`src/rtl/lpm_pkg.sv`:
```
// Shared types for the low-power mode sequencer.
// Assumes: mode codes are visible to software and must stay fixed.
package lpm_pkg;

    // Software-visible mode codes.
    typedef enum logic [2:0] {
        M_NORMAL  = 3'd0,
        M_IDLE    = 3'd1,
        M_DIDLE   = 3'd2,
        M_STANDBY = 3'd3,
        M_SLEEP   = 3'd4,
        M_DSLEEP  = 3'd5
    } lpm_mode_e;

    // Internal sequencer states: the six modes plus the reboot settle phase.
    typedef enum logic [2:0] {
        ST_RUN    = 3'd0,
        ST_IDLE   = 3'd1,
        ST_DIDLE  = 3'd2,
        ST_STBY   = 3'd3,
        ST_SLEEP  = 3'd4,
        ST_DSLEEP = 3'd5,
        ST_SETTLE = 3'd6
    } lpm_state_e;

endpackage

```
`src/rtl/lpm_wake_sync.sv`:
```
// Synchronises asynchronous wake inputs through two flops and reports
// enabled rising edges as one-cycle event pulses.
// Assumes: wake_en is quasi-static and already in the clk domain.
module lpm_wake_sync #(
    parameter int NWAKE = 37
) (
    input  logic             clk,
    input  logic             rst_n,
    input  logic [NWAKE-1:0] wake_in,
    input  logic [NWAKE-1:0] wake_en,
    output logic [NWAKE-1:0] wake_evt,
    output logic             wake_any
);

    logic [NWAKE-1:0] meta_q;
    logic [NWAKE-1:0] sync_q;
    logic [NWAKE-1:0] prev_q;

    genvar gi;
    generate
        for (gi = 0; gi < NWAKE; gi++) begin : g_bit
            // Per input: two synchroniser stages and one history stage.
            always_ff @(posedge clk) begin
                if (!rst_n) begin
                    meta_q[gi] <= 1'b0;
                    sync_q[gi] <= 1'b0;
                    prev_q[gi] <= 1'b0;
                end else begin
                    meta_q[gi] <= wake_in[gi];
                    sync_q[gi] <= meta_q[gi];
                    prev_q[gi] <= sync_q[gi];
                end
            end
            // Enabled rising edge of the synchronised level.
            assign wake_evt[gi] = sync_q[gi] & ~prev_q[gi] & wake_en[gi];
        end
    endgenerate

    // Any enabled wake event this cycle.
    assign wake_any = |wake_evt;

    // an event on an input cannot repeat in the next cycle.
    a_r8_single_pulse: assert property (@(posedge clk) disable iff (!rst_n)
        ((wake_evt & $past(wake_evt)) == '0));

endmodule

```
`src/rtl/lpm_cause_reg.sv`:
```
// Holds the index of the first wake event until software clears it.
// Assumes: the lowest index wins when several events fire together.
module lpm_cause_reg #(
    parameter int NWAKE = 37,
    localparam int IDX_W = $clog2(NWAKE)
) (
    input  logic             clk,
    input  logic             rst_n,
    input  logic [NWAKE-1:0] wake_evt,
    input  logic             cause_clr,
    output logic             cause_valid,
    output logic [IDX_W-1:0] cause_idx
);

    logic [IDX_W-1:0] first_idx;

    // Lowest-index priority encoder over this cycle's events.
    always_comb begin
        first_idx = '0;
        for (int i = NWAKE - 1; i >= 0; i--) begin
            if (wake_evt[i]) first_idx = IDX_W'(i);
        end
    end

    // Capture the first event; a clear takes priority.
    always_ff @(posedge clk) begin
        if (!rst_n) begin
            cause_valid <= 1'b0;
            cause_idx   <= '0;
        end else if (cause_clr) begin
            cause_valid <= 1'b0;
        end else if (!cause_valid && (|wake_evt)) begin
            cause_valid <= 1'b1;
            cause_idx   <= first_idx;
        end
    end

    // a held cause stays put until cleared.
    a_r9_cause_hold: assert property (@(posedge clk) disable iff (!rst_n)
        (cause_valid && !cause_clr) |=> (cause_valid && $stable(cause_idx)));

    // a clear always empties the register.
    a_r9_cause_clear: assert property (@(posedge clk) disable iff (!rst_n)
        cause_clr |=> !cause_valid);

endmodule

```
`src/rtl/lpm_mode_fsm.sv`:
```
// Mode sequencer: accepts requests in normal mode, drives clock and supply
// enables per mode, and runs the reboot settle phase after sleep exits.
// Assumes: irq is synchronous to clk; wake_any is a one-cycle pulse.
module lpm_mode_fsm
    import lpm_pkg::*;
#(
    parameter int CNT_W = 8
) (
    input  logic             clk,
    input  logic             rst_n,
    input  logic             req_valid,
    input  logic [2:0]       req_mode,
    input  logic             core_low_freq,
    input  logic             irq,
    input  logic             wake_any,
    input  logic [CNT_W-1:0] settle_cycles,
    output logic             cpu_clk_en,
    output logic             pll_en,
    output logic             lv_en,
    output logic             hv_en,
    output logic             reboot_req,
    output logic             busy,
    output logic [2:0]       cur_mode
);

    lpm_state_e       st_q, st_d;
    lpm_mode_e        src_q, src_d;
    logic [CNT_W-1:0] cnt_q, cnt_d;
    logic [CNT_W-1:0] lim;

    // Settle limit, never below one so the PLL rises before release.
    assign lim = (settle_cycles == '0) ? CNT_W'(1) : settle_cycles;

    // Next-state selection.
    always_comb begin
        st_d  = st_q;
        src_d = src_q;
        cnt_d = cnt_q;
        unique case (st_q)
            ST_RUN: begin
                if (req_valid) begin
                    case (req_mode)
                        M_IDLE:    st_d = ST_IDLE;
                        M_DIDLE:   if (core_low_freq) st_d = ST_DIDLE;
                        M_STANDBY: st_d = ST_STBY;
                        M_SLEEP:   st_d = ST_SLEEP;
                        M_DSLEEP:  st_d = ST_DSLEEP;
                        default:   st_d = ST_RUN;
                    endcase
                end
            end
            ST_IDLE, ST_DIDLE: begin
                if (irq || wake_any) st_d = ST_RUN;
            end
            ST_STBY: begin
                if (wake_any) st_d = ST_RUN;
            end
            ST_SLEEP, ST_DSLEEP: begin
                if (wake_any) begin
                    st_d  = ST_SETTLE;
                    cnt_d = '0;
                    src_d = (st_q == ST_SLEEP) ? M_SLEEP : M_DSLEEP;
                end
            end
            ST_SETTLE: begin
                if (cnt_q == lim) st_d = ST_RUN;
                else              cnt_d = cnt_q + CNT_W'(1);
            end
            default: st_d = ST_RUN;
        endcase
    end

    // State, settle counter and left-mode registers.
    always_ff @(posedge clk) begin
        if (!rst_n) begin
            st_q  <= ST_RUN;
            src_q <= M_NORMAL;
            cnt_q <= '0;
        end else begin
            st_q  <= st_d;
            src_q <= src_d;
            cnt_q <= cnt_d;
        end
    end

    // Output decode per state.
    always_comb begin
        cpu_clk_en = 1'b0;
        pll_en     = 1'b0;
        lv_en      = 1'b1;
        hv_en      = 1'b1;
        reboot_req = 1'b0;
        busy       = 1'b0;
        cur_mode   = M_NORMAL;
        unique case (st_q)
            ST_RUN: begin
                cpu_clk_en = 1'b1;
                pll_en     = 1'b1;
            end
            ST_IDLE: begin
                pll_en   = 1'b1;
                cur_mode = M_IDLE;
            end
            ST_DIDLE: begin
                pll_en   = 1'b1;
                cur_mode = M_DIDLE;
            end
            ST_STBY: cur_mode = M_STANDBY;
            ST_SLEEP: begin
                lv_en    = 1'b0;
                cur_mode = M_SLEEP;
            end
            ST_DSLEEP: begin
                lv_en    = 1'b0;
                hv_en    = 1'b0;
                cur_mode = M_DSLEEP;
            end
            ST_SETTLE: begin
                pll_en     = (cnt_q != '0);
                reboot_req = 1'b1;
                busy       = 1'b1;
                cur_mode   = src_q;
            end
            default: cur_mode = M_NORMAL;
        endcase
    end

    // a deep-idle request at high frequency leaves the block running.
    a_r4_didle_refused: assert property (@(posedge clk) disable iff (!rst_n)
        (st_q == ST_RUN && req_valid && req_mode == 3'd2 && !core_low_freq)
        |=> (st_q == ST_RUN));

    // an interrupt in idle resumes at the next edge.
    a_r3_idle_resume: assert property (@(posedge clk) disable iff (!rst_n)
        ((st_q == ST_IDLE || st_q == ST_DIDLE) && irq) |=> (st_q == ST_RUN));

    // the PLL is already on when the reboot request is released.
    a_r7_pll_before_release: assert property (@(posedge clk) disable iff (!rst_n)
        $fell(reboot_req) |-> $past(pll_en));

    // a wake from a sleep mode enters the settle phase.
    a_r7_wake_settle: assert property (@(posedge clk) disable iff (!rst_n)
        ((st_q == ST_SLEEP || st_q == ST_DSLEEP) && wake_any) |=> reboot_req);

endmodule

```
`src/rtl/lpm_sequencer.sv`:
```
// Top of the low-power mode sequencer: wake synchroniser, cause register
// and mode state machine.
// Assumes: one clock domain; wake_in asynchronous, everything else synchronous.
module lpm_sequencer #(
    parameter int NWAKE = 37,
    parameter int CNT_W = 8,
    localparam int IDX_W = $clog2(NWAKE)
) (
    input  logic             clk,
    input  logic             rst_n,
    input  logic             req_valid,
    input  logic [2:0]       req_mode,
    input  logic             core_low_freq,
    input  logic             irq,
    input  logic [NWAKE-1:0] wake_in,
    input  logic [NWAKE-1:0] wake_en,
    input  logic [CNT_W-1:0] settle_cycles,
    input  logic             cause_clr,
    output logic             cpu_clk_en,
    output logic             pll_en,
    output logic             lv_supply_en,
    output logic             hv_supply_en,
    output logic             reboot_req,
    output logic             busy,
    output logic [2:0]       cur_mode,
    output logic             cause_valid,
    output logic [IDX_W-1:0] cause_idx
);

    logic [NWAKE-1:0] wake_evt;
    logic             wake_any;

    lpm_wake_sync #(.NWAKE(NWAKE)) u_sync (
        .clk      (clk),
        .rst_n    (rst_n),
        .wake_in  (wake_in),
        .wake_en  (wake_en),
        .wake_evt (wake_evt),
        .wake_any (wake_any)
    );

    lpm_cause_reg #(.NWAKE(NWAKE)) u_cause (
        .clk         (clk),
        .rst_n       (rst_n),
        .wake_evt    (wake_evt),
        .cause_clr   (cause_clr),
        .cause_valid (cause_valid),
        .cause_idx   (cause_idx)
    );

    lpm_mode_fsm #(.CNT_W(CNT_W)) u_fsm (
        .clk           (clk),
        .rst_n         (rst_n),
        .req_valid     (req_valid),
        .req_mode      (req_mode),
        .core_low_freq (core_low_freq),
        .irq           (irq),
        .wake_any      (wake_any),
        .settle_cycles (settle_cycles),
        .cpu_clk_en    (cpu_clk_en),
        .pll_en        (pll_en),
        .lv_en         (lv_supply_en),
        .hv_en         (hv_supply_en),
        .reboot_req    (reboot_req),
        .busy          (busy),
        .cur_mode      (cur_mode)
    );

    // once busy, the block either stays busy or lands in normal.
    a_r10_busy_to_normal: assert property (@(posedge clk) disable iff (!rst_n)
        busy |=> (busy || cur_mode == 3'd0));

    // with the low-voltage rail off, clocks and PLL are off.
    a_r6_rail_order: assert property (@(posedge clk) disable iff (!rst_n)
        !lv_supply_en |-> (!cpu_clk_en && !pll_en));

endmodule

```
`config.mk`:
```
export PLATFORM = sky130hd
export DESIGN_NAME = lpm_sequencer
export DESIGN_NICKNAME = d
export VERILOG_FILES = /design/src/rtl/lpm_pkg.sv /design/src/rtl/lpm_wake_sync.sv /design/src/rtl/lpm_cause_reg.sv /design/src/rtl/lpm_mode_fsm.sv /design/src/rtl/lpm_sequencer.sv
export SDC_FILE = /design/constraint.sdc
export NUM_CORES = 1
export LEC_CHECK = 0
export BUFFER_PORTS_ARGS = -buffer_cell sky130_fd_sc_hd__buf_2
export CAP_MARGIN = 20
export CORE_ASPECT_RATIO = 1.4
export CORE_MARGIN = 2
export CORE_UTILIZATION = 55
export CTS_CLUSTER_DIAMETER = 40
export DETAILED_ROUTE_END_ITERATION = 10
export GPL_TIMING_DRIVEN = 0
export MAX_ROUTING_LAYER = met4
export PLACE_DENSITY = 0.8
export SLEW_MARGIN = 20
export SYNTH_ARGS = -nofsm -noshare
export SYNTH_HDL_FRONTEND = slang
export SYNTH_HIERARCHICAL = 1
export SYNTH_SLANG_ARGS = --single-unit
```
`constraint.sdc`:
```
create_clock -name clk -period 3.1 [get_ports clk]
set_clock_uncertainty 0.15 [all_clocks]
set_input_delay 0.465 -clock clk [delete_from_list [all_inputs] [get_ports clk]]
set_output_delay 0.465 -clock clk [all_outputs]
set_load 0.1 [all_outputs]
```
==> results.rst <==
.. list-table::
   :header-rows: 1

   * - Metric
     - Value
   * - Area share of the largest cell type after synthesis
     - 51.12%
   * - Sequential element share of the synthesized area
     - 51.12%
   * - Slew margin rel.
     - 63.29%
   * - Number of buffers on the longest clock path
     - 2
   * - Worst reg-to-reg path cell count
     - 9
   * - Per-instance average area after synthesis
     - 9.361 µm²
   * - Total via count after detailed routing
     - 4,232
   * - Post-layout util
     - 71.08%
   * - Overflow left after global routing
     - 0
   * - Chip width
     - 85.62 µm
   * - Count of buffers added by post-CTS timing repair for setup
     - 0
   * - Residual antenna-violating net count after detailed routing
     - 0
   * - Capture point of the worst path
     - pll_en
   * - Maxcap violations
     - 0
   * - Detailed placement HPWL
     - 8.071 mm
   * - Clock tree from TritonCTS
     - done
   * - First-pass GRT wire length
     - 18.40 mm
   * - Number of global-route vias before repair
     - 4,322
   * - Element type at the critical path end
     - primary output
   * - Classification of the worst setup path
     - register to primary output
   * - Sink count of the clock tree
     - 131
   * - Routed wirelength normalized by instance count
     - 13.76 µm
   * - Layout cells sized above 1
     - 24.20%
   * - Total power
     - 4.326 mW
   * - Number of nets produced by synthesis
     - 641
   * - Number of antenna violations at the first check in global routing
     - 0
   * - Ys async rst share
     - 0%
   * - Total die area
     - 10,130 µm²
   * - Routability congestion estimate from global placement
     - 0.8942
   * - F_max
     - 337.5 MHz
   * - Total DRC errors in the routed layout
     - 0
   * - Count of routing violations after the opening detailed-route iteration
     - 191
   * - Total wire length
     - 10.91 mm
   * - Area growth from synthesis to final layout
     - 25.10%
   * - Pwr per Cell Area
     - 674.1 nW/µm²
   * - Cells after Synth
     - 548
   * - Post-synthesis mux area share
     - 0.3902%
   * - Number of placed I/O pins
     - 107
   * - CTS Root Cell
     - sky130_fd_sc_hd__clkbuf_16
   * - Total GRT Usage
     - 23.53%
   * - Transition time at the pin with the least slew margin
     - 0.5465 ns
   * - Total instance count after detailed placement
     - 761
   * - Largest net degree at the start of global routing
     - 17
   * - Leakage power figure
     - 2.962 nW
   * - Worst hold slack across all endpoints
     - 0.1037 ns
   * - Xor-xnor portion of the synthesized cell area
     - 1.195%
   * - Total setup violations reported at the end of the flow
     - 0
   * - Maximum fanout encountered on the critical timing path
     - 8
   * - Largest family of logic cells by synthesized area
     - simple AND/OR/NAND/NOR gates
   * - Number of detailed-routing iterations run before antenna repair
     - 4
   * - CTS buffer count
     - 17
   * - Core area
     - 9029 µm²
   * - Critical path origin
     - u_fsm/cnt_q[0]$_SDFFE_PN0P_
   * - Synth Area in Compound Gates
     - 8.829%
   * - Unrepaired setup endpoints after global routing
     - no
   * - Average vias per placed instance
     - 5.337
   * - Number of resized instances in the post-cts repair step
     - 0
   * - Start of the worst register-to-register path
     - u_sync/prev_q[3]$_SDFF_PN0_
   * - Required arrival time at the worst endpoint
     - 2.48 ns
   * - Ys flop type
     - sky130_fd_sc_hd__dfxtp_1
   * - Reg-to-reg critical path endpoint
     - u_fsm/cnt_q[4]$_SDFFE_PN0P_
   * - Count of input and output buffers
     - 106
   * - Antenna fix cells
     - 0
   * - Simple-Gate Fraction of Synth Area
     - 32.59%
   * - Clock-pin slew on the worst setup and hold paths
     - 0.06 ns
   * - Number of H-tree levels
     - 4
   * - Path category of the worst min-delay check
     - input port to register
   * - Data arrival at the endpoint of the critical path
     - 2.35 ns
   * - Number of filler instances in the final layout
     - 689
   * - Row count
     - 41
   * - Area contributors post-synth
     - sky130_fd_sc_hd__dfxtp_1 51%, sky130_fd_sc_hd__and2_1 14%, sky130_fd_sc_hd__nand3b_1 4.5%
   * - Setup TNS
     - 0 ns
   * - Non-Filler Instances
     - 793
   * - Leading cell type by number of instances after synthesis
     - sky130_fd_sc_hd__dfxtp_1
   * - Startpoint kind of the worst setup timing path
     - register
   * - Worst hold path depth
     - 2
   * - Count of pins over their slew limit
     - 0
   * - Cell variety after synth
     - 55
   * - Cell taking the most area after synthesis
     - sky130_fd_sc_hd__dfxtp_1
   * - Number of enable-type register cells in the synthesized netlist
     - 0
   * - Initial cell density of the core
     - 56.82%
   * - Final critical-path required period
     - 2.963 ns
   * - Worst reg-to-reg setup slack
     - 0.30 ns
   * - Die height
     - 118.3 µm
   * - Clk_lat worst skew
     - 0.41 ns
   * - Final Hold Vio Count
     - 0
   * - Summed instance area of the synthesized netlist
     - 5130 µm²
   * - Most frequent cells after synthesis
     - 131 x sky130_fd_sc_hd__dfxtp_1, 112 x sky130_fd_sc_hd__and2_1, 47 x sky130_fd_sc_hd__inv_1
   * - Area share of fa/ha/maj cells after synthesis
     - 0.6829%
   * - Final net count
     - 766
   * - Run status
     - finished, final reports clean
   * - Worst IR Drop VDD
     - 669.6 µV
   * - Synthesis-stage register bit count
     - 131
   * - Number of warnings printed during yosys synthesis
     - 6
   * - Share of the clock period used by the worst path after layout
     - 95.57%
   * - Hold buffer count at CTS
     - 0
worst max-delay path: stages, from the launching register on:
cell and delay, ns:
sky130_fd_sc_hd__dfxtp_1 0.37, sky130_fd_sc_hd__inv_1 0.11, sky130_fd_sc_hd__ha_1 0.14, sky130_fd_sc_hd__or4b_2 0.59, sky130_fd_sc_hd__o41ai_1 0.29, sky130_fd_sc_hd__a22oi_1 0.12, sky130_fd_sc_hd__buf_2 0.32
logic make-up after synthesis:
kind of cell	count (synthesis)
simple gates	273
flops	131
compound gates	66
buf+inv	66
xor+xnor	7
fa+ha+maj	3
mux	2
stage by stage:
| stage | worst slack (ns) | cell area [µm²] |
|---|---|---|
| after global placement | 0.1164 | 5799 |
| after global routing | 0.04488 | 6417 |
| final | 0.1374 | 6417 |
| after detailed placement | 0.09282 | 5799 |
| after CTS | 0.1245 | 6417 |
| after floorplan | 0.1206 | 5135 |
layer usage:
| layer | share of wire, % | global-route usage (%) | routed length, µm |
|---|---|---|---|
| met2 | 54 | 41.55 | 5845 |
| met3 | 4.3 | 5.517 | 469 |
| met1 | 41 | 24.51 | 4442 |
| met5 | 0 | - | 0 |
| met4 | 1.4 | 10.32 | 157 |
report_power, final:
| part | switching [mW] | internal [mW] |
|---|---|---|
| Combinational | 0.341 | 0.174 |
| Clock | 0.731 | 1.30 |
| Sequential | 0.0270 | 1.76 |
| Total | 1.10 | 3.23 |
layout make-up:
cell class / count / area [µm²] / share of cell area (%)
repair buffers: 106 / 530.5 / 8.267
inverters: 48 / 180.2 / 2.808
multi-input cells: 351 / 2246 / 35.00
well taps: 107 / 133.9 / 2.086
clock inverters: 14 / 178.9 / 2.788
flip-flops and latches: 131 / 2623 / 40.87
clock buffers: 18 / 439.2 / 6.843
plain buffers: 18 / 86.33 / 1.345
worst min-delay path by stage:
stage | slack (ns) | start | endpoint
after global placement | 0.26 | u_sync/meta_q[3]$_SDFF_PN0_ | u_sync/sync_q[3]$_SDFF_PN0_
final | 0.10 | wake_in[0] | u_sync/meta_q[0]$_SDFF_PN0_
after floorplan | 0.26 | u_sync/meta_q[0]$_SDFF_PN0_ | u_sync/sync_q[0]$_SDFF_PN0_
after CTS | 0.08 | wake_in[0] | u_sync/meta_q[0]$_SDFF_PN0_
after detailed placement | 0.27 | u_sync/meta_q[14]$_SDFF_PN0_ | u_sync/sync_q[14]$_SDFF_PN0_
after global routing | 0.08 | wake_in[0] | u_sync/meta_q[0]$_SDFF_PN0_
state kept, by name, indices dropped and copies added, names as in the netlist:
name,flops
u_cause/cause_idx,6
u_cause/cause_valid,1
u_fsm/cnt_q,8
u_fsm/src_q,2
u_fsm/st_q,3
u_sync/meta_q,37
u_sync/prev_q,37
u_sync/sync_q,37
cells in the final DEF, fill, tap and decap left out, drive strengths merged, types with 6 or more instances in the layout:
cell type and count:
a21oi 18, and2 112, buf 110, clkbuf 32, clkinv 6, dfxtp 131
inv 51, nand2 24, nand3 11, nand3b 32, nand4 11, nor2 31
nor3 10, nor4 15, o211ai 8, o21ai 10, o31ai 6, or4 8
xnor2 7
Power figures use the tool's default switching activity.
